==> config.mk <==
export PLATFORM = sky130hd
export DESIGN_NAME = adc_spi_engine
export DESIGN_NICKNAME = d
export VERILOG_FILES = /design/src/rtl/adc_spi_engine.sv
export SDC_FILE = /design/constraint.sdc
export NUM_CORES = 1
export LEC_CHECK = 0
export BUFFER_PORTS_ARGS = -buffer_cell sky130_fd_sc_hd__buf_2
export CAP_MARGIN = 20
export CELL_PAD_IN_SITES_DETAIL_PLACEMENT = 1
export CELL_PAD_IN_SITES_GLOBAL_PLACEMENT = 2
export CORE_MARGIN = 1
export CORE_UTILIZATION = 27
export CTS_CLUSTER_SIZE = 16
export DETAILED_ROUTE_END_ITERATION = 8
export PLACE_DENSITY_LB_ADDON = 0.05
export REMOVE_ABC_BUFFERS = 1
export SLEW_MARGIN = 40
export SYNTH_ARGS = -nofsm -noshare
export SYNTH_HDL_FRONTEND = slang
export SYNTH_SLANG_ARGS = --single-unit
export TNS_END_PERCENT = 20
==> constraint.sdc <==
create_clock -name clk -period 2.19 [get_ports clk]
set_clock_uncertainty 0.05 [all_clocks]
set_input_delay 0.1095 -clock clk [delete_from_list [all_inputs] [get_ports clk]]
set_output_delay 0.1095 -clock clk [all_outputs]
set_load 0.01 [all_outputs]
==> src/rtl/adc_spi_engine.sv <==
module adc_spi_engine #(
  parameter int CLK_HALF      = 2,
  parameter int DECODE_CYCLES = 8,
  parameter int MAX_FRAME     = 32,
  localparam int LW = $clog2(MAX_FRAME + 1)
) (
  input  logic          clk,
  input  logic          rst_n,
  input  logic          req_valid,
  input  logic [1:0]    req_kind,
  input  logic [7:0]    req_opcode,
  input  logic [4:0]    req_addr,
  input  logic [7:0]    req_wdata,
  input  logic [LW-1:0] req_len,
  output logic          busy,
  output logic          done,
  output logic [7:0]    rx_data,
  output logic          rx_valid,
  output logic          spi_sclk,
  output logic          spi_mosi,
  input  logic          spi_miso,
  output logic          spi_cs_n
);
  localparam int CW = $clog2(CLK_HALF) + 1;
  localparam int DW = $clog2(DECODE_CYCLES) + 1;
  localparam int BW = $clog2(MAX_FRAME + 4);
  localparam logic [CW-1:0] HALF_M1 = CW'(CLK_HALF - 1);
  localparam logic [DW-1:0] DEC_M1  = DW'(DECODE_CYCLES - 1);

  typedef enum logic [2:0] {S_IDLE, S_SETUP, S_SHIFT, S_DECODE, S_END} st_t;
  st_t st;

  logic [CW-1:0] cnt;
  logic [DW-1:0] tmr;
  logic          ph, dec_en;
  logic [2:0]    bitc;
  logic [BW-1:0] bidx, n_tx, n_tot;
  logic [7:0]    sh, rsh, wd;

  wire [BW-1:0] nxt     = bidx + 1'b1;
  wire          last_tx = (nxt == n_tx);
  wire          last    = (nxt == n_tot);
  wire [7:0]    nbyte   = (nxt == BW'(2) && n_tx == BW'(3)) ? wd : 8'h00;

  assign busy = (st != S_IDLE);

  always_ff @(posedge clk or negedge rst_n) begin
    if (!rst_n) begin
      st       <= S_IDLE;
      cnt      <= '0;
      tmr      <= '0;
      ph       <= 1'b0;
      dec_en   <= 1'b0;
      bitc     <= '0;
      bidx     <= '0;
      n_tx     <= '0;
      n_tot    <= '0;
      sh       <= '0;
      rsh      <= '0;
      wd       <= '0;
      done     <= 1'b0;
      rx_data  <= '0;
      rx_valid <= 1'b0;
      spi_sclk <= 1'b0;
      spi_mosi <= 1'b0;
      spi_cs_n <= 1'b1;
    end else begin
      done     <= 1'b0;
      rx_valid <= 1'b0;
      case (st)
        S_IDLE: if (req_valid) begin
          spi_cs_n <= 1'b0;
          st       <= S_SETUP;
          cnt      <= HALF_M1;
          bidx     <= '0;
          bitc     <= '0;
          ph       <= 1'b0;
          wd       <= req_wdata;
          case (req_kind)
            2'd0: begin sh <= req_opcode;             n_tx <= BW'(1); n_tot <= BW'(1); dec_en <= 1'b0; end
            2'd1: begin sh <= {3'b001, req_addr};     n_tx <= BW'(2); n_tot <= BW'(3); dec_en <= 1'b1; end
            2'd2: begin sh <= {3'b010, req_addr};     n_tx <= BW'(3); n_tot <= BW'(3); dec_en <= 1'b1; end
            default: begin sh <= 8'h12;               n_tx <= BW'(1); n_tot <= BW'(1) + BW'(req_len); dec_en <= 1'b0; end
          endcase
        end
        S_SETUP: begin
          if (cnt == '0) st <= S_SHIFT;
          else cnt <= cnt - 1'b1;
        end
        S_SHIFT: begin
          if (cnt != '0) cnt <= cnt - 1'b1;
          else if (!ph) begin
            spi_sclk <= 1'b1;
            spi_mosi <= sh[7];
            sh       <= {sh[6:0], 1'b0};
            ph       <= 1'b1;
            cnt      <= HALF_M1;
          end else begin
            spi_sclk <= 1'b0;
            ph       <= 1'b0;
            cnt      <= HALF_M1;
            rsh      <= {rsh[6:0], spi_miso};
            bitc     <= bitc + 1'b1;
            if (bitc == 3'd7) begin
              if (bidx >= n_tx) begin
                rx_data  <= {rsh[6:0], spi_miso};
                rx_valid <= 1'b1;
              end
              bidx <= nxt;
              sh   <= nbyte;
              if (last_tx && dec_en) begin
                st  <= S_DECODE;
                tmr <= DEC_M1;
              end else if (last) st <= S_END;
            end
          end
        end
        S_DECODE: begin
          if (tmr != '0) tmr <= tmr - 1'b1;
          else if (bidx == n_tot) begin
            st  <= S_END;
            cnt <= HALF_M1;
          end else begin
            st  <= S_SHIFT;
            cnt <= '0;
          end
        end
        S_END: begin
          if (cnt != '0) cnt <= cnt - 1'b1;
          else begin
            spi_cs_n <= 1'b1;
            done     <= 1'b1;
            st       <= S_IDLE;
          end
        end
        default: st <= S_IDLE;
      endcase
    end
  end
endmodule


==> results of run 1 <==
cells in the mapped netlist (all sizes together), types with 5 or more instances:
master | count | area, um^2
dfrtp | 62 | 1550
nand3 | 22 | 110
buf | 12 | 63.8
clkbuf | 9 | 35.0
nor2 | 23 | 88.8
nor3 | 9 | 56.3
ha | 14 | 175
mux2 | 16 | 180
a21oi | 20 | 100
xor2 | 5 | 43.8
nand2b | 5 | 31.3
nand2 | 54 | 203
a31oi | 13 | 96.3
inv | 14 | 52.6
xnor2 | 11 | 96.3
o21ai | 25 | 125
layout make-up:
| type | instances | area, um^2 |
|---|---|---|
| fillers | 1478 | 8160 |
| multi-input cells | 274 | 1800 |
| flip-flops and latches | 63 | 1580 |
| repair buffers | 87 | 578 |
| clock buffers | 11 | 253 |
| well taps | 172 | 215 |
| inverters | 14 | 52.6 |
| clock inverters | 5 | 32.5 |
layer usage:
metal	global-route usage [%]	part of all wire (%)	wire length [um]	vias to the layer above
met1	21.1	48	4730	1463
met5	0	0	0	-
met3	2.82	2.6	254	11
met2	25.8	47	4610	47
li1	-	-	-	1472
met4	7.86	1.8	180	0
what timing repair did:
action,in CTS,in global routing
hold buffers,11,0
gates resized for setup,0,9
endpoints found under the setup margin,0,6
endpoints found under the hold margin,36,0
cell families (layout without fill, tap and decap cells):
logic type / count (synthesis) / after routing / synth area share, %
AND/OR/NAND/NOR: 132 / 132 / 18.0
AO/OA/AOI/OAI: 93 / 93 / 17.4
flip-flops: 63 / 63 / 44.9
buffers and inverters: 35 / 117 / 4.31
multiplexers: 18 / 18 / 5.70
XOR/XNOR: 17 / 17 / 4.63
adder cells (fa/ha/maj): 14 / 14 / 4.99
worst min-delay path, cell delays in order:
cell	delay [ns]
buf_2	0.08
xnor2_1	0.10
o21ai_0	0.07
report_power, final:
part | total (mW) | internal [mW] | switching, mW
clock | 1.36 | 0.822 | 0.543
sequential | 2.00 | 1.64 | 0.360
combinational | 2.76 | 1.22 | 1.53
total | 6.12 | 3.68 | 2.43
per-stage QoR:
step	total power [mW]	hold slack, ns	utilization (%)	area (um^2)
detailed placement	4.79	0.145	32.4	4100
floorplan	3.68	-0.236	-	3410
CTS	6.21	0.0137	35.5	4500
global route	6.67	0.0385	35.6	4520
global placement	4.75	0.142	32.4	4100
finish	6.12	0.0194	35.6	4520
sequential cells by signal (all words and copies together), names as in the netlist:
name	count
n_tot	6
rx_data	8
rsh	7
spi_sclk	1
sh	8
n_tx	2
spi_cs_n	1
cnt	2
spi_mosi	1
bitc	3
rx_valid	1
tmr	4
wd	8
done	1
ph	1
st	3
bidx	6
path summary, 6_finish.rpt:
path	from	end	slack, ns	cells after the start
worst max register to register	bidx[4]	tmr[3]	0.15	5
worst min register to register	spi_sclk	spi_sclk	0.42	1
worst max-delay path	bidx[4]	tmr[3]	0.15	5
max in group asynchronous	rst_n	bidx[1]	1.11	3
min in group asynchronous	rst_n	rx_valid	0.32	2
worst min-delay path	req_len[5]	n_tot[5]	0.02	3
==> impl_metrics.tcl, run 1 <==
set metrics [dict create \
    status "complete, no violations" \
    drt-total-wl_um 9770 \
    dieArea_um2 13500 \
    nets 496 \
    crit_type "reg2reg" \
    cts_tree "yes" \
    cap_violations 0 \
    clk_latency_ns 0.34 \
    worst_slack_ns 0.146 \
    cp-end-kind "flop" \
    grt_use_total_pct 16.1 \
    routed_via_density 4.78 \
    syn_area_um2 3510 \
    grt_pass1_wl_um 16300 \
    clock_path_buffers 2 \
    leakage_nw 2.06 \
    ys_types 59 \
    crit_arrival_ns 2.21 \
    final_cell_mix "60 x dfrtp_1, 53 x nand2_1, 46 x buf_2" \
    powerDensity_nw_per_um2 1350 \
    yosys_warnings 0 \
    dp_hpwl_um 7340 \
    placedCellCount 599 \
    synth_top_flop_cell "dfrtp_1" \
    cts_sinks 63 \
    cp_slowest_cell "dfrtp_1" \
    die_h_um 116 \
    drt_iter0_drc 97 \
    finalCriticalPeriod_ns 2.04 \
    htree_levels 3 \
    numCtsBuffers 9 \
    min_path_type "in2reg" \
    layoutNonFillerInstCount 626 \
    clk_pin_slew_ns 0.06 \
    syn_to_final_growth_pct 28.6 \
    setup_tns_ns 0 \
    post-route-period-util_pct 93.3 \
    max_stage_delay_ns 0.54 \
    slew_violations 0 \
    clockRootBuffer "clkbuf_16" \
    gp_congestion 0.773 \
    rows 41 \
    io_buffers 46 \
    ant_nets 0 \
    ys_ff_latch 63 \
    setup_viol 0 \
    die_x_um 116 \
    via_count 2993 \
    max_freq_ghz 0.489 \
    rsz0062_at_grt "false" \
    grt_pass1_vias 3199 \
    cp.required_ns 2.36 \
    slew_headroom_pct 54.7 \
    cts_setup_buffers 0 \
    hold_viol 0 \
    synth_cells 372 \
    grt_max_degree 38 \
    cp_top_family "simple AND/OR/NAND/NOR gates" \
    wl_per_cell_um 15.6 \
    ios 47 \
    crit_chain "and3_1, nand3_1, a221oi_2, a211oi_1, or3b_1" \
    antenna_found_initial 0 \
    seq_area_frac_synth_pct 44.9 \
    final_common_cell "dfrtp_1" \
    synthArstFlopShare_pct 100 \
    start_util_pct 27.7 \
    synth-edff-count 0 \
    critPathLaunchType "flop" \
    syn-mean-instance-area_um2 9.44 \
    worstMarginPinSlew_ns 0.680 \
    crit_fanout 8 \
    drive_above_1_share_pct 27.3 \
    first_pass_iters 4 \
    n_antenna_cell 0 \
    coreArea_um2 12700 \
    grt_remaining_overflow 0 \
    peakVddDrop_uv 303 \
    drc 0 \
    critPathBufInv 0 \
    post-place-ws_ns 0.0712 \
]
(Power assumes the default switching activity.)
==> run 2: changes to the inputs <==
--- a/config.mk
+++ b/config.mk
@@ -6,15 +6,15 @@
 export NUM_CORES = 1
 export LEC_CHECK = 0
 export BUFFER_PORTS_ARGS = -buffer_cell sky130_fd_sc_hd__buf_2
-export CAP_MARGIN = 20
+export CAP_MARGIN = 15
 export CELL_PAD_IN_SITES_DETAIL_PLACEMENT = 1
 export CELL_PAD_IN_SITES_GLOBAL_PLACEMENT = 2
 export CORE_MARGIN = 1
 export CORE_UTILIZATION = 27
 export CTS_CLUSTER_SIZE = 16
 export DETAILED_ROUTE_END_ITERATION = 8
+export GPL_TIMING_DRIVEN = 0
 export PLACE_DENSITY_LB_ADDON = 0.05
-export REMOVE_ABC_BUFFERS = 1
 export SLEW_MARGIN = 40
 export SYNTH_ARGS = -nofsm -noshare
 export SYNTH_HDL_FRONTEND = slang
==> run 2 against run 1 <==
Effect of this change:
- clock power is 6% higher
- final cell count shrank 0.16%
- largest cell class unchanged
- largest power group unchanged
- highest routed layer unchanged
- register-to-register slack worse by 0.05 ns
- non-clock buffer count fell by 1
- via count decreased by 0.23%
- combinational power up 3%
- wire length up 2.9%
- design area rose by 0.83%
- flip-flop and latch count did not move
- core utilization is 0.30 points higher
- first-iteration DRC count down 30%
==> impl_metrics.tcl, run 2 (same netlist as run 1, synthesis figures left out) <==
set metrics [dict create \
    cts_sinks 63 \
    powerDensity_nw_per_um2 1360 \
    final_common_cell "dfrtp_1" \
    hold_viol 0 \
    combPwrFrac_pct 45.6 \
    dp_hpwl_um 7330 \
    layoutNonFillerInstCount 625 \
    regArea_um2 1580 \
    antenna_found_initial 0 \
    peakVddDrop_uv 456 \
    grt_pass1_wl_um 16400 \
    start_util_pct 27.7 \
    wl_per_cell_um 16.1 \
    gp_congestion 0.729 \
    min_path_type "in2reg" \
    htree_levels 3 \
    cap_violations 0 \
    multi_input_area_um2 1850 \
    io_buffers 46 \
    grt_pass1_vias 3060 \
    reg2reg_depth 6 \
    p_switching_mw 2.51 \
    r2r_end "rx_data[3]" \
    crit_fanout 9 \
    ant_nets 0 \
    grt_use_total_pct 16.4 \
    cts_tree "yes" \
    coreArea_um2 12700 \
    min_from "req_len[5]" \
    clockRootBuffer "clkbuf_16" \
    drc 0 \
    grt_max_degree 49 \
    clock_path_buffers 2 \
    critPathLaunchType "flop" \
    synth_fp_nets 419 \
    post-route-period-util_pct 95.4 \
    p_seq_share_pct 31.2 \
    setup_tns_ns 0 \
    placedCellCount 591 \
    clk_pin_slew_ns 0.06 \
    worstMarginPinSlew_ns 0.538 \
    drive_above_1_share_pct 26.5 \
    max_freq_ghz 0.479 \
    die_h_um 116 \
    hold_depth 3 \
    swShare_pct 40.4 \
    rows 41 \
    first_pass_iters 4 \
    die_x_um 116 \
    drt_iter0_drc 68 \
    cp.required_ns 2.36 \
    final_cell_mix "62 x dfrtp_1, 54 x buf_2, 53 x nand2_1" \
    worstHoldEndpoint "n_tot[5]" \
    n_fill_cell 1472 \
    nets 495 \
    worst_r2r_startpoint "st[0]" \
    via_count 2986 \
    leakage_nw 2.06 \
    routed_via_density 4.78 \
    setup_viol 0 \
    dieArea_um2 13500 \
    largest_registers "rx_data (8), sh (8), wd (8)" \
    syn_to_final_growth_pct 29.7 \
    crit_type "reg2reg" \
    ios 47 \
    intPower_mw 3.70 \
    grt_remaining_overflow 0 \
    status "complete, no violations" \
    clkPwrFrac_pct 23.3 \
    slew_headroom_pct 64.0 \
    n_antenna_cell 0 \
    clk_latency_ns 0.34 \
    slew_violations 0 \
    rrSetupSlack_ns 0.10 \
    cp-end-kind "flop" \
    drt-total-wl_um 10100 \
    crit_arrival_ns 2.26 \
    numCtsBuffers 9 \
    finalCriticalPeriod_ns 2.09 \
    rsz0062_at_grt "true" \
    total_power_mw 6.21 \
]
## run 2: cell types whose count changed in the layout (fill, tap and decap cells not counted), moves of 3 or more
cell	change
clkbuf_1	+5
buf_4	-22
buf_6	+4
clkinv_4	+3
buf_2	+8
## run 2: repair_timing
| item | in CTS | in global routing |
|---|---|---|
| setup endpoints to repair | 30 | 34 |
| endpoints found under the hold margin | 73 | 0 |
| gates resized for setup | 2 | 24 |
| setup buffers | 1 | 6 |
| pin swaps | 0 | 5 |
| cloned | 0 | 1 |
| hold buffers | 11 | 0 |
## run 2: power groups by stage
stage	sequential, mW	clock (mW)	combinational [mW]
global route	2.00	1.55	3.20
detailed placement	1.96	0	2.67
CTS	1.94	1.49	2.71
finish	1.94	1.44	2.83
floorplan	1.90	0	1.87
global placement	1.95	0	2.62
## run 2: routing by layer
| layer | share of wire, % | vias to the layer above | GRT usage [%] |
|---|---|---|---|
| met4 | 0.50 | 0 | 4.10 |
| met1 | 50 | 1477 | 22.3 |
| met2 | 47 | 37 | 25.2 |
| met3 | 2.6 | 2 | 5.02 |
| li1 | - | 1470 | - |
| met5 | 0 | - | 0 |
## run 2: worst max-delay path by stage
stage,startpoint,to,slack [ns],cells after the start
global route,tmr[0],bidx[2],-0.03,8
finish,st[0],rx_data[3],0.10,6
global placement,tmr[0],bidx[5],-0.20,7
CTS,tmr[0],bidx[3],-0.06,8
floorplan,tmr[0],bidx[5],0.25,7
detailed placement,tmr[0],bidx[3],-0.17,7
## run 2: critical path, stage by stage (launching register included)
cell,delay (ns)
dfrtp_1,0.35
buf_2,0.17
nor3b_4,0.39
nand4_1,0.29
a31oi_4,0.25
buf_12,0.15
mux2_2,0.33
## run 2: cell type report
class / instances / area share, %
multi-input combinational: 274 / 40.6
sequential: 63 / 34.7
timing repair buffer: 66 / 9.76
clock buffer: 9 / 4.95
tap: 172 / 4.73
buffer: 20 / 2.50
clock inverter: 7 / 1.62
inverter: 14 / 1.15
## run 2: per-stage QoR
| stage | worst slack [ns] | hold slack [ns] | util (%) | instance area, um^2 |
|---|---|---|---|---|
| after global routing | -0.0349 | 0.0514 | 35.9 | 4550 |
| after detailed placement | -0.170 | -0.0950 | 31.5 | 4000 |
| after global placement | -0.197 | 0.248 | 31.2 | 3960 |
| final | 0.100 | 0.0173 | 35.9 | 4550 |
| after floorplan | 0.247 | -0.236 | - | 3510 |
| after CTS | -0.0593 | 0.0136 | 34.9 | 4420 |
==> run 3: changes to the inputs <==
--- a/config.mk
+++ b/config.mk
@@ -7,8 +7,6 @@
 export LEC_CHECK = 0
 export BUFFER_PORTS_ARGS = -buffer_cell sky130_fd_sc_hd__buf_2
 export CAP_MARGIN = 15
-export CELL_PAD_IN_SITES_DETAIL_PLACEMENT = 1
-export CELL_PAD_IN_SITES_GLOBAL_PLACEMENT = 2
 export CORE_MARGIN = 1
 export CORE_UTILIZATION = 27
 export CTS_CLUSTER_SIZE = 16
==> constraint.sdc (replaced) <==
create_clock -name clk -period 2.2 [get_ports clk]
set_clock_uncertainty 0.05 [all_clocks]
set_input_delay 0.11 -clock clk [delete_from_list [all_inputs] [get_ports clk]]
set_output_delay 0.11 -clock clk [all_outputs]
set_load 0.01 [all_outputs]
==> run 3 against run 2 <==
Effect of this change:
- fmax down 1.1%
- sequential share of layout area up 1.2 points
- first-iteration DRC count up 130%
- power down 6.3%
- via count down 4.1%
- critical endpoint is now rx_data[5]
- largest power group unchanged
==> impl_metrics.tcl, run 3 (same netlist as run 1, synthesis figures left out) <==
set metrics [dict create \
    status "complete, no violations" \
    post-place-ws_ns -0.0878 \
    io_buffers 46 \
    peakVddDrop_uv 447 \
    rows 41 \
    swShare_pct 40.7 \
    cp-end-kind "flop" \
    syn_to_final_growth_pct 25.2 \
    final_cell_mix "62 x dfrtp_1, 55 x buf_2, 53 x nand2_1" \
    grt_pass1_wl_um 14600 \
    p_seq_share_pct 33.0 \
    final_common_cell "dfrtp_1" \
    grt_remaining_overflow 0 \
    reg2reg_depth 5 \
    crit_fanout 9 \
    total_power_mw 5.82 \
    start_util_pct 27.7 \
    ios 47 \
    max_freq_ghz 0.473 \
    slew_headroom_pct 65.5 \
    numCtsBuffers 9 \
    routed_via_density 4.65 \
    p_switching_mw 2.37 \
    critPathLaunchType "flop" \
    gp_congestion 0.752 \
    cts_sinks 63 \
    largest_registers "rx_data (8), sh (8), wd (8)" \
    slew_violations 0 \
    powerDensity_nw_per_um2 1320 \
    drt-total-wl_um 8960 \
    dp_hpwl_um 6540 \
    setup_viol 0 \
    worstMarginPinSlew_ns 0.518 \
    combPwrFrac_pct 45.7 \
    finalCriticalPeriod_ns 2.11 \
    crit_arrival_ns 2.28 \
    clkPwrFrac_pct 21.4 \
    drt_iter0_drc 157 \
    cp.required_ns 2.37 \
    wl_per_cell_um 14.5 \
    cts_tree "yes" \
    drc 0 \
    hold_viol 0 \
    htree_levels 3 \
    clock_path_buffers 2 \
    synth_fp_nets 419 \
    n_fill_cell 1330 \
    first_pass_iters 4 \
    crit_type "reg2reg" \
    via_count 2865 \
    nets 488 \
    final_core_util_pct 34.7 \
    ant_nets 0 \
    rsz0062_at_grt "true" \
    clk_latency_ns 0.34 \
    n_antenna_cell 0 \
    min_path_type "in2reg" \
    setup_tns_ns 0 \
    clk_pin_slew_ns 0.05 \
    die_x_um 116 \
    grt_max_degree 47 \
    coreArea_um2 12700 \
    grt_pass1_vias 2741 \
    intPower_mw 3.45 \
    leakage_nw 1.99 \
    hold_depth 3 \
    clockRootBuffer "clkbuf_16" \
    worst_slack_ns 0.0879 \
    post-route-period-util_pct 96.0 \
    cap_violations 0 \
    dieArea_um2 13500 \
    grt_use_total_pct 14.5 \
    drive_above_1_share_pct 23.6 \
    timing.hold.ws_ns 0.0168 \
    antenna_found_initial 0 \
    die_h_um 116 \
]
## run 3: power groups by stage
stage          Sequential (mW)  Clock (mW)  Combinational (mW)
5_1_grt                   1.98        1.33                3.00
2_1_floorplan             1.89           0                1.86
6_report                  1.92        1.24                2.66
3_5_place_dp              1.95           0                2.59
4_1_cts                   1.93        1.30                2.63
3_3_place_gp              1.93           0                2.57
## run 3: final timing paths
kind / startpoint / slack, ns / to
max: st[0] / 0.09 / rx_data[5]
min: req_len[5] / 0.02 / n_tot[5]
max reg2reg: st[0] / 0.09 / rx_data[5]
min reg2reg: spi_sclk / 0.42 / spi_sclk
max in group asynchronous: rst_n / 1.41 / spi_cs_n
min in group asynchronous: rst_n / 0.13 / rx_valid
## run 3: what timing repair did
| item | CTS | global route |
|---|---|---|
| pin swaps | 0 | 1 |
| hold buffers | 11 | 0 |
| endpoints found under the hold margin | 73 | 0 |
| buffers inserted | 1 | 0 |
| setup endpoints to repair | 9 | 31 |
| gates cloned | 0 | 0 |
| resized for setup | 1 | 8 |
## run 3: layer usage
layer / wire length (um) / track usage, %
met1: 4700 / 21.2
met2: 3830 / 20.4
met3: 299 / 3.66
met4: 132 / 5.47
met5: 0 / 0
## run 3: cell type report
| cell class | count | area [um^2] | share of cell area [%] |
|---|---|---|---|
| plain buffers | 20 | 95.1 | 2.16 |
| clock buffers | 9 | 225 | 5.12 |
| clock inverters | 5 | 27.5 | 0.626 |
| inverters | 14 | 52.6 | 1.20 |
| multi-input cells | 274 | 1820 | 41.4 |
| flip-flops and latches | 63 | 1580 | 35.9 |
| well taps | 172 | 215 | 4.90 |
| repair buffers | 59 | 382 | 8.68 |
## run 3: critical path, cell delays in order, from the launching register on
cell     delay [ns]
dfrtp_1        0.35
buf_2          0.16
nor3b_4        0.36
nand4_1        0.29
a31oi_4        0.40
mux2_2         0.37
## run 3: stage by stage
step	instances	instance area, um^2
floorplan	372	3510
global placement	590	3960
detailed placement	591	3990
CTS	617	4360
global route	616	4400
finish	616	4400
